`config.mk`:
```
export PLATFORM = sky130hd
export DESIGN_NAME = tsense_sequencer
export DESIGN_NICKNAME = d
export VERILOG_FILES = /design/src/rtl/tsense_pkg.sv /design/src/rtl/tsense_tick.sv /design/src/rtl/tsense_pick.sv /design/src/rtl/tsense_seq.sv /design/src/rtl/tsense_sequencer.sv
export SDC_FILE = /design/constraint.sdc
export NUM_CORES = 1
export LEC_CHECK = 0
export BUFFER_PORTS_ARGS = -buffer_cell sky130_fd_sc_hd__buf_2
export CAP_MARGIN = 20
export CELL_PAD_IN_SITES_DETAIL_PLACEMENT = 2
export CELL_PAD_IN_SITES_GLOBAL_PLACEMENT = 2
export CORE_MARGIN = 5
export CORE_UTILIZATION = 24
export CTS_BUF_LIST = sky130_fd_sc_hd__clkbuf_8 sky130_fd_sc_hd__clkbuf_16
export DETAILED_ROUTE_END_ITERATION = 10
export HOLD_SLACK_MARGIN = 0.1
export PLACE_DENSITY = 0.89
export SETUP_SLACK_MARGIN = 0.3
export SYNTH_ARGS = -nofsm -noshare
export SYNTH_HDL_FRONTEND = slang
export SYNTH_SLANG_ARGS = --single-unit
```
`constraint.sdc`:
```
create_clock -name clk -period 3.7 [get_ports clk]
set_input_delay 0.185 -clock clk [delete_from_list [all_inputs] [get_ports clk]]
set_output_delay 0.185 -clock clk [all_outputs]
set_load 0.05 [all_outputs]
```
`src/rtl/tsense_pkg.sv`:
```
package tsense_pkg;
  typedef enum logic [2:0] {
    SQ_IDLE, SQ_NEXT, SQ_MUX, SQ_PNP, SQ_EN, SQ_POLL, SQ_GAP, SQ_VOLT
  } sq_state_t;
endpackage

```
`src/rtl/tsense_tick.sv`:
```
module tsense_tick #(
  parameter int PRE = 256,
  parameter int CW  = 10
) (
  input  logic          clk,
  input  logic          rst_n,
  input  logic          run,
  input  logic [CW-1:0] unit_cnt,
  input  logic [CW-1:0] round_ivl,
  output logic          go
);
  localparam int PW = $clog2(PRE);

  logic [PW-1:0] pre_q, pre_d;
  logic [CW-1:0] unit_q, unit_d, ivl_q, ivl_d;
  logic          go_q, go_d;
  logic          pre_wrap, unit_hit, ivl_hit;

  always_comb begin
    pre_wrap = (pre_q == PW'(PRE - 1));
    unit_hit = pre_wrap &&
               (({1'b0, unit_q} + {{CW{1'b0}}, 1'b1}) >= {1'b0, unit_cnt});
    ivl_hit  = unit_hit &&
               (({1'b0, ivl_q} + {{CW{1'b0}}, 1'b1}) >= {1'b0, round_ivl});
    if (!run) begin
      pre_d  = '0;
      unit_d = '0;
      ivl_d  = '0;
      go_d   = 1'b0;
    end else begin
      pre_d  = pre_wrap ? '0 : pre_q + PW'(1);
      unit_d = unit_hit ? '0 : (pre_wrap ? unit_q + CW'(1) : unit_q);
      ivl_d  = ivl_hit  ? '0 : (unit_hit ? ivl_q + CW'(1) : ivl_q);
      go_d   = ivl_hit;
    end
  end

  always_ff @(posedge clk or negedge rst_n) begin
    if (!rst_n) begin
      pre_q  <= '0;
      unit_q <= '0;
      ivl_q  <= '0;
      go_q   <= 1'b0;
    end else begin
      pre_q  <= pre_d;
      unit_q <= unit_d;
      ivl_q  <= ivl_d;
      go_q   <= go_d;
    end
  end

  assign go = go_q;
endmodule

```
`src/rtl/tsense_pick.sv`:
```
module tsense_pick #(
  parameter int N  = 4,
  parameter int IW = 2
) (
  input  logic [N-1:0]  req,
  output logic [IW-1:0] idx,
  output logic [N-1:0]  first
);
  always_comb begin
    idx = '0;
    for (int i = N - 1; i >= 0; i--) begin
      if (req[i]) idx = IW'(i);
    end
  end
  assign first = req & (~req + N'(1));
endmodule

```
`src/rtl/tsense_seq.sv`:
```
module tsense_seq
  import tsense_pkg::*;
#(
  parameter int AW  = 32,
  parameter int DW  = 32,
  parameter int NPT = 4,
  parameter int RW  = 12,
  parameter int TW  = 32,
  parameter int GW  = 8
) (
  input  logic              clk,
  input  logic              rst_n,
  input  logic              go,
  input  logic [NPT-1:0]    pt_en,
  input  logic [1:0]        wr_ctl,
  input  logic [AW-1:0]     mux_addr,
  input  logic [DW-1:0]     mux_val,
  input  logic [AW-1:0]     pnp_addr,
  input  logic [NPT*DW-1:0] pnp_val,
  input  logic [AW-1:0]     en_addr,
  input  logic [DW-1:0]     en_val,
  input  logic [AW-1:0]     vld_addr,
  input  logic [AW-1:0]     volt_addr,
  input  logic              rd_sep,
  input  logic [$clog2(DW):0]   vld_mask,
  input  logic [$clog2(DW)-1:0] volt_shift,
  input  logic [GW-1:0]     poll_gap,
  input  logic [TW-1:0]     tmo_polls,
  output logic              m_valid,
  output logic              m_write,
  output logic [AW-1:0]     m_addr,
  output logic [DW-1:0]     m_wdata,
  input  logic              m_ready,
  input  logic [DW-1:0]     m_rdata,
  output logic              st_en,
  output logic [$clog2(NPT)-1:0] st_idx,
  output logic [RW-1:0]     st_val,
  output logic              err
);
  localparam int PW = $clog2(DW);
  localparam int IW = $clog2(NPT);

  sq_state_t       st_q, st_d;
  logic [NPT-1:0]  rem_q, rem_d;
  logic [IW-1:0]   idx_q, idx_d;
  logic [TW-1:0]   miss_q, miss_d;
  logic [GW-1:0]   gap_q, gap_d;
  logic            err_q, err_d;

  logic [IW-1:0]   pk_idx;
  logic [NPT-1:0]  pk_first;
  logic [DW-1:0]   pnp_arr [NPT];
  logic            ack, hit, give_up;
  sq_state_t       wr_first;

  tsense_pick #(.N(NPT), .IW(IW)) u_pick (
    .req(rem_q), .idx(pk_idx), .first(pk_first)
  );

  for (genvar p = 0; p < NPT; p++) begin : g_pnp
    assign pnp_arr[p] = pnp_val[p*DW +: DW];
  end

  always_comb begin
    ack      = m_valid && m_ready;
    hit      = (m_rdata[vld_mask[PW-1:0]] == vld_mask[PW]);
    give_up  = !(&tmo_polls) && ((miss_q + TW'(1)) >= tmo_polls);
    st_val   = RW'(m_rdata >> volt_shift);
    st_idx   = idx_q;
    wr_first = wr_ctl[1] ? SQ_MUX : (wr_ctl[0] ? SQ_PNP : SQ_EN);

    m_valid = 1'b0;
    m_write = 1'b0;
    m_addr  = '0;
    m_wdata = '0;
    unique case (st_q)
      SQ_MUX:  begin m_valid = 1'b1; m_write = 1'b1; m_addr = mux_addr; m_wdata = mux_val; end
      SQ_PNP:  begin m_valid = 1'b1; m_write = 1'b1; m_addr = pnp_addr; m_wdata = pnp_arr[idx_q]; end
      SQ_EN:   begin m_valid = 1'b1; m_write = 1'b1; m_addr = en_addr;  m_wdata = en_val; end
      SQ_POLL: begin m_valid = 1'b1; m_addr = vld_addr; end
      SQ_VOLT: begin m_valid = 1'b1; m_addr = volt_addr; end
      default: ;
    endcase

    st_d   = st_q;
    rem_d  = rem_q;
    idx_d  = idx_q;
    miss_d = miss_q;
    gap_d  = gap_q;
    err_d  = err_q;
    st_en  = 1'b0;
    unique case (st_q)
      SQ_IDLE: if (go) begin
        rem_d = pt_en;
        st_d  = SQ_NEXT;
      end
      SQ_NEXT: if (rem_q == '0) begin
        st_d = SQ_IDLE;
      end else begin
        idx_d = pk_idx;
        rem_d = rem_q & ~pk_first;
        st_d  = wr_first;
      end
      SQ_MUX: if (ack) st_d = wr_ctl[0] ? SQ_PNP : SQ_EN;
      SQ_PNP: if (ack) st_d = SQ_EN;
      SQ_EN: if (ack) begin
        miss_d = '0;
        st_d   = SQ_POLL;
      end
      SQ_POLL: if (ack) begin
        if (hit) begin
          st_en = !rd_sep;
          st_d  = rd_sep ? SQ_VOLT : SQ_NEXT;
        end else if (give_up) begin
          err_d = 1'b1;
          st_d  = SQ_NEXT;
        end else begin
          miss_d = miss_q + TW'(1);
          gap_d  = '0;
          st_d   = (poll_gap == '0) ? SQ_POLL : SQ_GAP;
        end
      end
      SQ_GAP: begin
        gap_d = gap_q + GW'(1);
        if ((gap_q + GW'(1)) >= poll_gap) st_d = SQ_POLL;
      end
      SQ_VOLT: if (ack) begin
        st_en = 1'b1;
        st_d  = SQ_NEXT;
      end
      default: st_d = SQ_IDLE;
    endcase
  end

  always_ff @(posedge clk or negedge rst_n) begin
    if (!rst_n) begin
      st_q   <= SQ_IDLE;
      rem_q  <= '0;
      idx_q  <= '0;
      miss_q <= '0;
      gap_q  <= '0;
      err_q  <= 1'b0;
    end else begin
      st_q   <= st_d;
      rem_q  <= rem_d;
      idx_q  <= idx_d;
      miss_q <= miss_d;
      gap_q  <= gap_d;
      err_q  <= err_d;
    end
  end

  assign err = err_q;
endmodule

```
`src/rtl/tsense_sequencer.sv`:
```
module tsense_sequencer #(
  parameter int AW  = 32,
  parameter int DW  = 32,
  parameter int NPT = 4,
  parameter int RW  = 12,
  parameter int CW  = 10,
  parameter int PRE = 256,
  parameter int TW  = 32,
  parameter int GW  = 8
) (
  input  logic              clk,
  input  logic              rst_n,
  input  logic              run,
  input  logic [CW-1:0]     unit_cnt,
  input  logic [CW-1:0]     round_ivl,
  input  logic [NPT-1:0]    pt_en,
  input  logic [1:0]        wr_ctl,
  input  logic [AW-1:0]     mux_addr,
  input  logic [DW-1:0]     mux_val,
  input  logic [AW-1:0]     pnp_addr,
  input  logic [NPT*DW-1:0] pnp_val,
  input  logic [AW-1:0]     en_addr,
  input  logic [DW-1:0]     en_val,
  input  logic [AW-1:0]     vld_addr,
  input  logic [AW-1:0]     volt_addr,
  input  logic              rd_sep,
  input  logic [$clog2(DW):0]   vld_mask,
  input  logic [$clog2(DW)-1:0] volt_shift,
  input  logic [GW-1:0]     poll_gap,
  input  logic [TW-1:0]     tmo_polls,
  output logic              m_valid,
  output logic              m_write,
  output logic [AW-1:0]     m_addr,
  output logic [DW-1:0]     m_wdata,
  input  logic              m_ready,
  input  logic [DW-1:0]     m_rdata,
  output logic [NPT*RW-1:0] res_flat,
  output logic              err_sticky
);
  localparam int IW = $clog2(NPT);

  logic          go;
  logic          st_en;
  logic [IW-1:0] st_idx;
  logic [RW-1:0] st_val;

  tsense_tick #(.PRE(PRE), .CW(CW)) u_tick (
    .clk(clk), .rst_n(rst_n), .run(run),
    .unit_cnt(unit_cnt), .round_ivl(round_ivl), .go(go)
  );

  tsense_seq #(.AW(AW), .DW(DW), .NPT(NPT), .RW(RW), .TW(TW), .GW(GW)) u_seq (
    .clk(clk), .rst_n(rst_n), .go(go), .pt_en(pt_en), .wr_ctl(wr_ctl),
    .mux_addr(mux_addr), .mux_val(mux_val), .pnp_addr(pnp_addr),
    .pnp_val(pnp_val), .en_addr(en_addr), .en_val(en_val),
    .vld_addr(vld_addr), .volt_addr(volt_addr), .rd_sep(rd_sep),
    .vld_mask(vld_mask), .volt_shift(volt_shift), .poll_gap(poll_gap),
    .tmo_polls(tmo_polls), .m_valid(m_valid), .m_write(m_write),
    .m_addr(m_addr), .m_wdata(m_wdata), .m_ready(m_ready),
    .m_rdata(m_rdata), .st_en(st_en), .st_idx(st_idx), .st_val(st_val),
    .err(err_sticky)
  );

  for (genvar p = 0; p < NPT; p++) begin : g_res
    logic [RW-1:0] res_q;
    logic          res_we;
    assign res_we = st_en && (st_idx == IW'(p));
    always_ff @(posedge clk or negedge rst_n) begin
      if (!rst_n)      res_q <= '0;
      else if (res_we) res_q <= st_val;
    end
    assign res_flat[p*RW +: RW] = res_q;
  end
endmodule

```
# Word level (Yosys, flattened, before mapping)
# Index checks and enable logic that the tools add are counted.
# word_totals
reg_bits,127
output_inout_bits,115
# op_classes
addsub,8
order_cmp,6
eq_ne,24
shifts,1
n_mux,53
bitwise,7
reduce_logical,26
# op_table
operator,count
32-bit 2-to-1 mux,6
32-bit one-hot mux with 5 select lines,1
32-bit one-hot mux with 3 select lines,1
32-bit binary-select mux with 2-bit select,1
32-bit one-hot mux with 2 select lines,1
10-bit 2-to-1 mux,6
8-bit 2-to-1 mux,5
3-bit 2-to-1 mux,13
32-bit by 1-bit adder with 32-bit output (second input constant),1
32-bit >= comparator,1
32-bit AND reduction,1
32-bit by 5-bit right shift with 12-bit output,1
3-bit one-hot mux with 8 select lines,1
10-bit by 1-bit adder with 11-bit output (second input constant),2
11-bit by 10-bit >= comparator with 1-bit output,2
10-bit by 1-bit adder with 10-bit output (second input constant),2
8-bit by 1-bit adder with 8-bit output (second input constant),2
8-bit one-hot mux with 2 select lines,1
3-bit == test (second input constant),4
2-bit by 1-bit inequality test with 1-bit output (second input constant),6
2-bit 2-to-1 mux,5
4-bit bitwise AND,2
8-bit == test (second input constant),1
8-bit >= comparator,1
other kinds (32),58

# Depth between registers and ports, before layout
# depth
word_depth,7
ltp_mapped,18
ltp_nobuf,16

# By module
# From an unflattened synthesis, not the netlist that was laid out.
# unflattened
hier_cells,1385
hier_area_um2,12672.2
# by_module_without_submodules
module,instances,cells_each,area_per_inst_um2
tsense_seq,1,1022,8628.3
tsense_tick,1,250,2173.3
tsense_sequencer,1,104,1801.7
tsense_pick,1,9,68.8

# Least setup slack after synthesis
# Ideal clock, no wire load.
# synth_path
path_type,register -> register
startpoint,register u_seq.miss_q[0]
endpoint,register u_seq.miss_q[0]
t_arrival_ns,3.987
required_ns,3.635
setup_slack_ns,-0.352
stages_incl_launch_ff,18
period_less_slack_ns,4.052
cell_sequence,dfrtp_1 ha_1 nand2_1 or2_2 nor3_1 and3_1 nand3_1 xnor2_1 ha_1 and4_1 nand4_1 or4_1 o22ai_1 o21a_1 nor4_4 a21oi_1 clkbuf_1 mux2_2
# synth_between
elab_chain_cells,5
word_cells_on_any_way,9
cone_classes,add/sub (1); order compare (1); eq/ne (1); mux (4); reduce/logical (2)
# synth_rtl
element,line_no,text
"start, declared",tsense_seq.sv:46,"logic [TW-1:0] miss_q, miss_d;"
"start signal, assigned",tsense_seq.sv:147,miss_q <= miss_d;
32-bit by 1-bit adder with 32-bit output (*),"tsense_seq.sv:67, tsense_seq.sv:118",
32-bit >= comparator / 32-bit 2-to-1 mux (equally long branches),"tsense_seq.sv:67, tsense_seq.sv:114",
1-bit logical AND / 32-bit 2-to-1 mux (equally long branches),"tsense_seq.sv:67, tsense_seq.sv:111",
2-bit inequality test (no source line) / 32-bit 2-to-1 mux (equally long branches),-,
5-bit AND reduction (no source line) / 32-bit one-hot mux with 2 select lines (equally long branches),-,
# Every way passes the cells marked *; elsewhere a longest branch is shown, timed or not. The select of a mux whose other input is x is not followed.
# A chain may end at the register's enable or synchronous reset.

# Final worst setup path
# layout_path
startpoint,register u_seq.miss_q[0]
endpoint,register u_seq.miss_q[16]
# Same word-level chain as after synthesis.

==> flow_summary.ini <==
[clocking]
cts_tree = built
clk_pin_slew_ns = 0.09
htreeDepth = 4
cts.sinks = 127
clk_path_buf_depth = 2
cts_buffers = 17
cts-root-buf = clkbuf_16
clkLatencyLatePin_ns = 0.46

[timing]
worst_slack_ns = -0.7608
clock_skew_ns = 0.03182
max_slew_margin = 0.3536
finalHoldViolCount = 0
setup_violations = 44
fin_hold_ws_ns = 0.1319
grt_setup_unrepaired = yes
fmax_ghz = 0.2242
post-route-min-period_ns = 4.461
drv_slew = 0
tightest_slew_ns = 0.9594
finalCritPeriodShare = 1.206

[synthesis]
synthCells = 1314
synth_edf_count = 0
yosysMostFrequentCell = nand2_1
avgSynthCellArea_um2 = 9.301
synthArstFlopShare = 1.000
ys_seq_area_frac = 0.2600
yosys.area.top_type_share = 0.2600
synthTopCellsByCount = nand2_1, dfrtp_1, o21ai_0
synthTopCellsByArea = dfrtp_1, mux4_2, ha_1
synth.cell_area_um2 = 12220
synth_fp_nets = 1845
synth_cell_types = 69
synth-seq-cells = 127
synthFlopType = dfrtp_1
yosysWarnings = 0
yosys.area.top_type = dfrtp_1

[outcome]
status = finished with violations
violations = setup timing

[setup_path]
cp_top_family = simple AND/OR/NAND/NOR gates
worstPathArrival_ns = 4.80
cp_slowest_cell = dfrtp_2
cpPeakStageDelay_ns = 0.42
worst-path-max-fanout = 7
crit_type = flip-flop to flip-flop
cp.buffers_inverters = 4
worstPathCellList = buf_4 > nand3_2 > nor2_2 > nand2_2 > nor2_4 > nand2_1 > xnor2_2 > ha_1 > and2_1 > a221o_1 > a221oi_2 > nand2_1 > o21a_2 > nor4_4 > buf_6 > buf_12 > buf_4 > nand3_1 > o21ai_1
cp-start-kind = flip-flop
critPathCaptureType = flip-flop
worstPathRequired_ns = 4.04

[global_route]
grt_antenna_before_repair = 34
grt_pass1_vias = 15970
grt_max_degree = 79
grt_pass1_wl_um = 108300
grt_usage = 0.2556
grt-ovfl-total = 0

[pwr]
power.density_nw_per_um2 = 526.1
worst_ir_drop_vdd_mv = 0.4883
switching_power_uw = 4955
combPwrFrac = 0.620
intPower_uw = 4370
switching_share = 0.5314
power_frac_clock = 0.198
pwr-share-seq = 0.182
power.total_uw = 9325
power.leakage_uw = 0.009083

[finish]
fillCellCount = 5658
multi_input_area_um2 = 8848
layout-drive-gt1-share = 0.4961
final_nets = 2463
areaGrowthSynthToFinish_pct = 45.04
seq_area_um2 = 3189
fin_util = 0.3526

[detailed_routing]
via_per_inst = 5.407
wirelength_um = 78210
num_vias = 14258
drc = 0
wire_per_inst_um = 29.66
drt_iter0_drc = 837
postRouteAntennaNets = 0
dr.pass1.iters = 5

[die]
pin_count = 581
die-area_um2 = 55540
start_util = 0.2431
coreArea_um2 = 50270
die_w_um = 235.7
die_h_um = 235.7
rows = 82

[placed_design]
hpwl_um = 59300
gp_congestion = 0.9904
pre_cts_slack_ns = -0.2622
port-buffer-count = 580

[hold_path]
min_path_type = input pin to flip-flop

[job]
drv_cap = 0
[metal layers]
layer	up-vias	share of wire	global-route usage
met5	-	0.0010	0
met4	12	0.059	0.1093
met3	214	0.075	0.07322
met2	643	0.50	0.4586
met1	7232	0.37	0.2823
li1	6157	-	-
[tightest hold or removal path, cell delays in order]
cell	delay (ns)
buf_2	0.14
a21oi_2	0.06
o211ai_1	0.14
[metrics by stage]
stage,area [um2],setup TNS (ns),cells
floorplan,12350,0,1314
global placement,16190,-0.1340,2545
detailed placement,16190,-6.286,2545
CTS,17240,-4.388,2604
global route,17700,-29.19,2625
finish,17730,-22.81,2637
[registers in the layout (all words and copies together), names as in the netlist]
register,cells
g_res.res_q,48
u_seq.miss_q,32
u_tick.ivl_q,10
u_tick.unit_q,10
u_seq.gap_q,8
u_tick.pre_q,8
u_seq.rem_q,4
u_seq.st_q,3
u_seq.st_idx,2
u_seq.err,1
u_tick.go,1
[power groups by stage]
stage               sequential (uW)  combinational, uW  clock [uW]
global route                   1720               6080        1920
detailed placement             1710               5470           0
CTS                            1700               5600        1830
finish                         1700               5790        1840
floorplan                      1860               3650           0
global placement               1690               5330           0
[placed cells by master (no fill, tap or decap), drive strengths merged, types with 5 or more instances in the layout]
cell | netlist | final
buf | 25 | 677
nand2 | 156 | 156
dfrtp | 127 | 127
o21ai | 86 | 86
mux2 | 85 | 85
inv | 73 | 77
a21oi | 73 | 73
ha | 65 | 65
mux4 | 63 | 63
nor2 | 63 | 63
mux2i | 62 | 62
nand3 | 40 | 40
xnor2 | 38 | 38
a22oi | 35 | 35
a221oi | 35 | 35
and3 | 33 | 33
clkbuf | 62 | 22
diode | 0 | 20
xor2 | 19 | 19
nand4 | 16 | 16
a21o | 16 | 16
a221o | 14 | 14
nor2b | 12 | 12
nor3 | 12 | 12
and2 | 9 | 9
nand2b | 8 | 8
a211oi | 7 | 7
o22ai | 7 | 7
nor4 | 7 | 7
a22o | 5 | 5
dlygate4sd3 | 0 | 5
o21a | 5 | 5
and4 | 5 | 5
a21boi | 5 | 5
[worst paths after layout]
path	cells past startpoint	slack, ns	start	end
min in group asynchronous	2	0.32	rst_n	u_seq.miss_q[16]$_DFFE_PN0P_
max in group asynchronous	3	2.38	rst_n	u_seq.miss_q[0]$_DFFE_PN0P_
worst max-delay path	19	-0.76	u_seq.miss_q[0]$_DFFE_PN0P_	u_seq.miss_q[16]$_DFFE_PN0P_
worst max register to register	19	-0.76	u_seq.miss_q[0]$_DFFE_PN0P_	u_seq.miss_q[16]$_DFFE_PN0P_
worst min-delay path	3	0.13	rd_sep	u_seq.st_q[2]$_DFFE_PN0P_
worst min register to register	1	0.50	u_tick.pre_q[0]$_DFF_PN0_	u_tick.pre_q[0]$_DFF_PN0_
[final cells by class]
class | count | area share
flip-flops and latches | 127 | 0.1799
multi-input cells | 1027 | 0.4992
diodes | 20 | 0.002823
inverters | 73 | 0.01546
clock buffers | 18 | 0.02478
well taps | 672 | 0.04743
repair buffers | 686 | 0.2203
clock inverters | 14 | 0.01009
[kinds of logic (layout without fill, tap and decap cells)]
logic type,after synthesis,count (layout),share of synthesized area
AOI/OAI and AO/OA,309,309,0.1703
buffers and inverters,160,791,0.05805
and+or+nand+nor,386,386,0.1529
muxes,210,210,0.2513
adders and majority gates,65,65,0.06654
DFF,127,127,0.2600
xor gates and xnor gates,57,57,0.04085
other,0,20,0
[timing repair]
| item | in CTS | in global routing |
|---|---|---|
| pin swaps | 17 | 27 |
| setup buffers | 19 | 9 |
| setup endpoints to repair | 60 | 58 |
| hold endpoints to repair | 80 | 0 |
| gates cloned | 3 | 4 |
| hold buffers | 5 | 0 |
| gates resized for setup | 62 | 73 |
(Power assumes the default switching activity.)
